**src/rtl/uart_txq_pkg.sv**
```systemverilog
`timescale 1ns/1ps
package uart_txq_pkg;

    typedef enum logic [1:0] {
        SH_IDLE  = 2'd0,
        SH_START = 2'd1,
        SH_DATA  = 2'd2,
        SH_STOP  = 2'd3
    } sh_state_e;

    localparam int TICK_CNT_W = 4;

    // index of the final tick inside one bit cell
    function automatic logic [TICK_CNT_W-1:0] bit_last_tick(input logic fast);
        return fast ? TICK_CNT_W'(7) : TICK_CNT_W'(15);
    endfunction

endpackage

```
**src/rtl/uart_txq_fifo.sv**
```systemverilog
`timescale 1ns/1ps
module uart_txq_fifo #(
    parameter int DEPTH  = 64,
    parameter int DATA_W = 8,
    localparam int PTR_W = (DEPTH > 1) ? $clog2(DEPTH) : 1,
    localparam int CNT_W = $clog2(DEPTH + 1)
) (
    input  logic              clk,
    input  logic              rst_n,
    input  logic              push,
    input  logic [DATA_W-1:0] push_data,
    input  logic              pop,
    output logic [DATA_W-1:0] head,
    output logic [CNT_W-1:0]  count
);

    typedef struct packed {
        logic [PTR_W-1:0] wptr;
        logic [PTR_W-1:0] rptr;
        logic [CNT_W-1:0] count;
    } fifo_st_t;

    fifo_st_t st_q, st_d;
    logic [DATA_W-1:0] mem_q [DEPTH];

    function automatic logic [PTR_W-1:0] ptr_step(input logic [PTR_W-1:0] p);
        return (p == PTR_W'(DEPTH - 1)) ? '0 : p + PTR_W'(1);
    endfunction

    always_comb begin
        st_d = st_q;
        if (push) st_d.wptr = ptr_step(st_q.wptr);
        if (pop)  st_d.rptr = ptr_step(st_q.rptr);
        st_d.count = st_q.count + CNT_W'(push) - CNT_W'(pop);
    end

    always_ff @(posedge clk) begin
        if (!rst_n) st_q <= '0;
        else        st_q <= st_d;
    end

    always_ff @(posedge clk) begin
        if (push) mem_q[st_q.wptr] <= push_data;
    end

    assign head  = mem_q[st_q.rptr];
    assign count = st_q.count;

endmodule

```
**src/rtl/uart_txq_shifter.sv**
```systemverilog
`timescale 1ns/1ps
module uart_txq_shifter
    import uart_txq_pkg::*;
#(
    parameter int DATA_W = 8,
    localparam int BIT_W = (DATA_W > 1) ? $clog2(DATA_W) : 1
) (
    input  logic              clk,
    input  logic              rst_n,
    input  logic              tick,
    input  logic              os8,
    input  logic              load,
    input  logic [DATA_W-1:0] load_data,
    output logic              txd,
    output logic              busy,
    output logic              frame_end
);

    typedef struct packed {
        sh_state_e             state;
        logic [TICK_CNT_W-1:0] tcnt;
        logic [BIT_W-1:0]      bitn;
        logic [DATA_W-1:0]     sh;
    } sh_st_t;

    sh_st_t st_q, st_d;
    logic   bit_end;

    always_comb begin
        st_d      = st_q;
        bit_end   = tick && (st_q.tcnt >= bit_last_tick(os8));
        frame_end = (st_q.state == SH_STOP) && bit_end;

        if (st_q.state != SH_IDLE && tick)
            st_d.tcnt = bit_end ? '0 : st_q.tcnt + TICK_CNT_W'(1);

        unique case (st_q.state)
            SH_START: if (bit_end) begin
                st_d.state = SH_DATA;
                st_d.bitn  = '0;
            end
            SH_DATA: if (bit_end) begin
                st_d.sh = st_q.sh >> 1;
                if (st_q.bitn == BIT_W'(DATA_W - 1)) st_d.state = SH_STOP;
                else st_d.bitn = st_q.bitn + BIT_W'(1);
            end
            SH_STOP: if (bit_end) st_d.state = SH_IDLE;
            default: ;
        endcase

        if (load) begin
            st_d.state = SH_START;
            st_d.tcnt  = '0;
            st_d.bitn  = '0;
            st_d.sh    = load_data;
        end
    end

    always_ff @(posedge clk) begin
        if (!rst_n) st_q <= '{state: SH_IDLE, default: '0};
        else        st_q <= st_d;
    end

    always_comb begin
        unique case (st_q.state)
            SH_START: txd = 1'b0;
            SH_DATA:  txd = st_q.sh[0];
            default:  txd = 1'b1;
        endcase
    end

    assign busy = (st_q.state != SH_IDLE);

endmodule

```
**src/rtl/uart_txq_irq.sv**
```systemverilog
`timescale 1ns/1ps
module uart_txq_irq #(
    parameter int CNT_W = 7
) (
    input  logic             clk,
    input  logic             rst_n,
    input  logic             fifo_en,
    input  logic             halfdup_en,
    input  logic [CNT_W-1:0] trig_level,
    input  logic [CNT_W-1:0] count,
    input  logic             shifter_idle,
    input  logic             irq_en,
    input  logic             wr_en,
    input  logic             irq_ack,
    output logic             irq
);

    typedef struct packed {
        logic cond_prev;
        logic pend;
    } irq_st_t;

    irq_st_t st_q, st_d;
    logic    cond;
    logic    rise;

    always_comb begin
        if (halfdup_en)   cond = shifter_idle && (count == '0);
        else if (fifo_en) cond = (count < trig_level);
        else              cond = (count == '0);

        rise           = cond && !st_q.cond_prev;
        st_d.cond_prev = cond;
        if (rise)                  st_d.pend = 1'b1;
        else if (wr_en || irq_ack) st_d.pend = 1'b0;
        else                       st_d.pend = st_q.pend;
    end

    always_ff @(posedge clk) begin
        if (!rst_n) st_q <= '{cond_prev: 1'b1, pend: 1'b0};
        else        st_q <= st_d;
    end

    assign irq = st_q.pend && irq_en;

endmodule

```
**src/rtl/uart_txq.sv**
```systemverilog
`timescale 1ns/1ps
module uart_txq #(
    parameter int DEPTH  = 64,
    parameter int DATA_W = 8,
    localparam int CNT_W = $clog2(DEPTH + 1)
) (
    input  logic              clk,
    input  logic              rst_n,
    input  logic              fifo_en,
    input  logic              os8_mode,
    input  logic              halfdup_en,
    input  logic [CNT_W-1:0]  trig_level,
    input  logic              irq_en,
    input  logic              tick,
    input  logic              wr_en,
    input  logic [DATA_W-1:0] wr_data,
    input  logic              irq_ack,
    output logic              txd,
    output logic              thr_empty,
    output logic              tsr_empty,
    output logic              irq,
    output logic              overflow,
    output logic [CNT_W-1:0]  fifo_count
);

    typedef struct packed {
        logic ovf;
    } top_st_t;

    top_st_t st_q, st_d;

    logic              full;
    logic              push;
    logic              pop;
    logic              sh_busy;
    logic              sh_frame_end;
    logic [DATA_W-1:0] head;
    logic [CNT_W-1:0]  count;

    always_comb begin
        full     = fifo_en ? (count == CNT_W'(DEPTH)) : (count != '0);
        push     = wr_en && !full;
        pop      = (!sh_busy || sh_frame_end) && (count != '0);
        st_d     = st_q;
        if (wr_en && full) st_d.ovf = 1'b1;
    end

    always_ff @(posedge clk) begin
        if (!rst_n) st_q <= '0;
        else        st_q <= st_d;
    end

    uart_txq_fifo #(.DEPTH(DEPTH), .DATA_W(DATA_W)) fifo_i (
        .clk       (clk),
        .rst_n     (rst_n),
        .push      (push),
        .push_data (wr_data),
        .pop       (pop),
        .head      (head),
        .count     (count)
    );

    uart_txq_shifter #(.DATA_W(DATA_W)) shifter_i (
        .clk       (clk),
        .rst_n     (rst_n),
        .tick      (tick),
        .os8       (os8_mode),
        .load      (pop),
        .load_data (head),
        .txd       (txd),
        .busy      (sh_busy),
        .frame_end (sh_frame_end)
    );

    uart_txq_irq #(.CNT_W(CNT_W)) irq_i (
        .clk          (clk),
        .rst_n        (rst_n),
        .fifo_en      (fifo_en),
        .halfdup_en   (halfdup_en),
        .trig_level   (trig_level),
        .count        (count),
        .shifter_idle (!sh_busy),
        .irq_en       (irq_en),
        .wr_en        (wr_en),
        .irq_ack      (irq_ack),
        .irq          (irq)
    );

    assign thr_empty  = (count == '0);
    assign tsr_empty  = !sh_busy;
    assign overflow   = st_q.ovf;
    assign fifo_count = count;

endmodule

```
**config.mk**
```make
export PLATFORM = sky130hd
export DESIGN_NAME = uart_txq
export DESIGN_NICKNAME = d
export VERILOG_FILES = /design/src/rtl/uart_txq_pkg.sv /design/src/rtl/uart_txq_fifo.sv /design/src/rtl/uart_txq_shifter.sv /design/src/rtl/uart_txq_irq.sv /design/src/rtl/uart_txq.sv
export SDC_FILE = /design/constraint.sdc
export NUM_CORES = 1
export LEC_CHECK = 0
export ABC_AREA = 1
export BUFFER_PORTS_ARGS = -buffer_cell sky130_fd_sc_hd__clkbuf_2
export CORE_MARGIN = 1
export CORE_UTILIZATION = 55
export CTS_BUF_LIST = sky130_fd_sc_hd__clkbuf_8
export DETAILED_ROUTE_END_ITERATION = 10
export PLACE_DENSITY = 0.73
export SYNTH_ARGS = -nofsm -noshare
export SYNTH_HDL_FRONTEND = slang
export SYNTH_SLANG_ARGS = --single-unit
```
**constraint.sdc**
```tcl
create_clock -name clk -period 3.8 [get_ports clk]
set_input_delay 0.57 -clock clk [delete_from_list [all_inputs] [get_ports clk]]
set_output_delay 0.57 -clock clk [all_outputs]
set_load 0.01 [all_outputs]
```
==> results.py <==
metrics = {
    "outcome": {
        "status": "completed",
    },
    "logic_synthesis": {
        "synth_edf_count": 512,
        "syn_avg_cell_area_sq_um": 11.1,
        "ys_async_sr_fraction_pct": 0,
        "yosysWarnings": 0,
        "synthesis.area_sq_um": 23300,
        "ys_seq_area_share_pct": 70.0,
        "synth_cell_types": 41,
        "ys_seq_elements": 557,
        "syn-num-nets": 2143,
        "ys.flop_type": "edfxtp_1",
        "netlist_instances": 2098,
    },
    "setup_path": {
        "crit_arrival_ps": 3590,
        "cp-start-kind": "register",
        "slowest_stage": "fa_1",
        "cpPeakStageDelay_ps": 420,
        "end_kind": "register",
        "crit_path_start": "fifo_i.count[2]$_SDFF_PN0_",
        "path_cells": "inv_1 -> ha_1 -> nand4_1 -> nand2_1 -> nand2_1 -> inv_1 -> nand2_1 -> nand2_1 -> ha_1 -> fa_1 -> nand2_1 -> inv_1 -> nor2_1 -> nor2_1 -> nor2_1 -> nor2_1 -> nor2_1 -> o21bai_1 -> o21ai_0 -> a21oi_1",
        "cp_max_fo": 8,
        "crit_required_ps": 4320,
        "path_class": "reg -> reg",
        "r2r_start": "fifo_i.count[2]$_SDFF_PN0_",
    },
    "die": {
        "start_util_pct": 56.3,
        "dieWidth_um": 208,
        "die_h_um": 208,
        "core_area_sq_um": 41300,
        "die-area_sq_um": 43100,
        "io_pins": 36,
        "num_rows": 74,
    },
    "cells_and_area": {
        "final_nets": 2231,
        "diodes": 0,
        "mostFrequentLayoutCell": "nand2_1",
        "area.growth.synth_to_final_pct": 10.7,
        "multi_input_area_sq_um": 6110,
        "final_cell_mix": "nand2_1 (645), edfxtp_1 (512), nand3_1 (444), nor2_1 (129), inv_1 (92)",
        "fillers": 3273,
        "layout-drive-gt1-share_pct": 10.9,
        "register_area_sq_um": 16300,
    },
    "power_and_ir_drop": {
        "ir_drop_mv": 0.636,
        "power_density_nw_per_um2": 597,
        "p_int_w": 0.0102,
        "p_switching_w": 0.00517,
        "pwr-share-clk_pct": 29.0,
        "swShare_pct": 33.6,
        "leakagePower_nw": 9.63,
        "p_seq_share_pct": 45.4,
        "power_frac_comb_pct": 25.6,
    },
    "drt": {
        "vias": 15900,
        "drc": 0,
        "dr.pass1.iters": 6,
        "wire_per_inst_um": 20.1,
        "drt_iter0_markers": 1664,
        "ant_nets": 0,
        "routed_wl_mm": 56.1,
        "vias_per_cell": 5.72,
    },
    "clock_network": {
        "root_buffer": "clkbuf_8",
        "max-clock-path-buffers": 3,
        "cts_hold_buf": 0,
        "cts_buffers": 88,
        "htreeDepth": 3,
        "cts_tree": "yes",
        "clkTransAtPathRegs_ps": 60,
        "ctsResizeCount": 0,
        "clock_latency_ps": 630,
        "clock_sinks": 557,
        "cts_setup_buffers": 0,
    },
    "placement": {
        "place.gp.congestion": 0.903,
        "place_hpwl_mm": 34.2,
        "port_buffers": 35,
        "pre_cts_slack_ps": 536,
    },
    "sta": {
        "finClkSkew_ps": 16.4,
        "drv_slew": 0,
        "fin_crit_sh_pct": 80.9,
        "hold_viol": 0,
        "rsz0062_at_grt": "no",
        "setup_viol": 0,
        "whs_ps": 205,
        "slew_headroom_pct": 26.0,
        "fin_ws_ps": 726,
        "tightest_slew_ps": 1110,
        "min_period_ps": 3070,
        "max_freq_mhz": 325,
        "tns_ps": 0,
    },
    "min_path": {
        "worst_hold_path_type": "in -> reg",
        "hp-start": "irq_ack",
    },
    "run": {
        "drv_cap": 0,
    },
    "global_routing": {
        "grt_start_max_net_pins": 184,
        "grt-ovfl-total": 0,
        "grt.total_usage_pct": 26.5,
        "grt_pass1_wl_mm": 86.9,
        "antenna_found_initial": 0,
        "grt_pass1_vias": 15700,
    },
}
logic make-up after synthesis:
| family | share of synthesized area, % |
|---|---|
| buffers and inverters | 3.72 |
| flip-flops | 70.0 |
| AO/OA/AOI/OAI | 2.01 |
| XOR/XNOR | 0.151 |
| AND/OR/NAND/NOR | 23.0 |
| adder cells (fa/ha/maj) | 1.16 |
worst max-delay path, delay by kind of cell (launching register included):
kind | cells | cell delay (ps)
AND/OR/NAND/NOR | 11 | 1110
adder cells (fa/ha/maj) | 3 | 840
flip-flops | 1 | 380
buffers and inverters | 3 | 300
AO/OA/AOI/OAI | 3 | 340
area by class of cell:
class	count	share of cell area (%)
clock inverter	69	1.12
sequential	557	63.2
multi-input combinational	1355	23.7
tap	532	2.59
inverter	65	0.977
clock buffer	91	4.86
timing repair buffer	119	3.47
flip-flops by register name, indices dropped and copies added (netlist names), named ones only:
signal	flops
overflow	1
fifo_i.st_q	12
fifo_i.mem_q	512
fifo_i.count	7
irq_i.st_q	2
shifter_i.st_q	17
final timing paths:
| path | cells after the start | to | slack [ps] |
|---|---|---|---|
| setup / recovery | 20 | fifo_i.count[6]$_SDFF_PN0_ | 730 |
| hold / removal | 3 | irq_i.st_q[0]$_SDFFE_PN0P_ | 210 |
| setup reg to reg | 20 | fifo_i.count[6]$_SDFF_PN0_ | 730 |
| hold reg to reg | 1 | shifter_i.st_q[8]$_SDFFE_PP0P_ | 460 |
stage by stage:
step	cell area, sq um	utilization (%)	instances	total power, W
global placement	24200	58.6	2628	0.0109
floorplan	23300	-	2098	0.00986
finish	25700	62.4	2788	0.0154
CTS	25700	62.4	2788	0.0154
detailed placement	24200	58.6	2628	0.0110
global route	25700	62.4	2788	0.0162
synthesized netlist by cell type, types with 20 or more instances:
master,number,area (sq um)
nand2_1,645,2420
edfxtp_1,512,15400
nand3_1,444,2220
nor2_1,129,484
inv_1,61,229
dfxtp_1,45,901
buf_2,43,215
o21ai_0,30,150
a21oi_1,29,145
buf_4,26,195
clkbuf_1,26,97.6
buf_1,24,90.1
ha_1,20,250
power by group through the flow:
stage                     Clock, W  Combinational, W  Sequential [W]
after floorplan                  0           0.00284         0.00702
after global placement           0           0.00379         0.00710
after detailed placement         0           0.00387         0.00711
after CTS                  0.00453           0.00389         0.00698
after global routing       0.00480           0.00437         0.00700
final                      0.00445           0.00394         0.00698
routing by layer:
metal	part of all wire [%]	routed length, um	track usage (%)
met1	41	22900	35.8
met2	46	25700	40.7
met3	9.5	5340	6.52
met4	3.7	2090	12.2
met5	0	0	0
No activity file was read; power rests on OpenSTA's default activity.
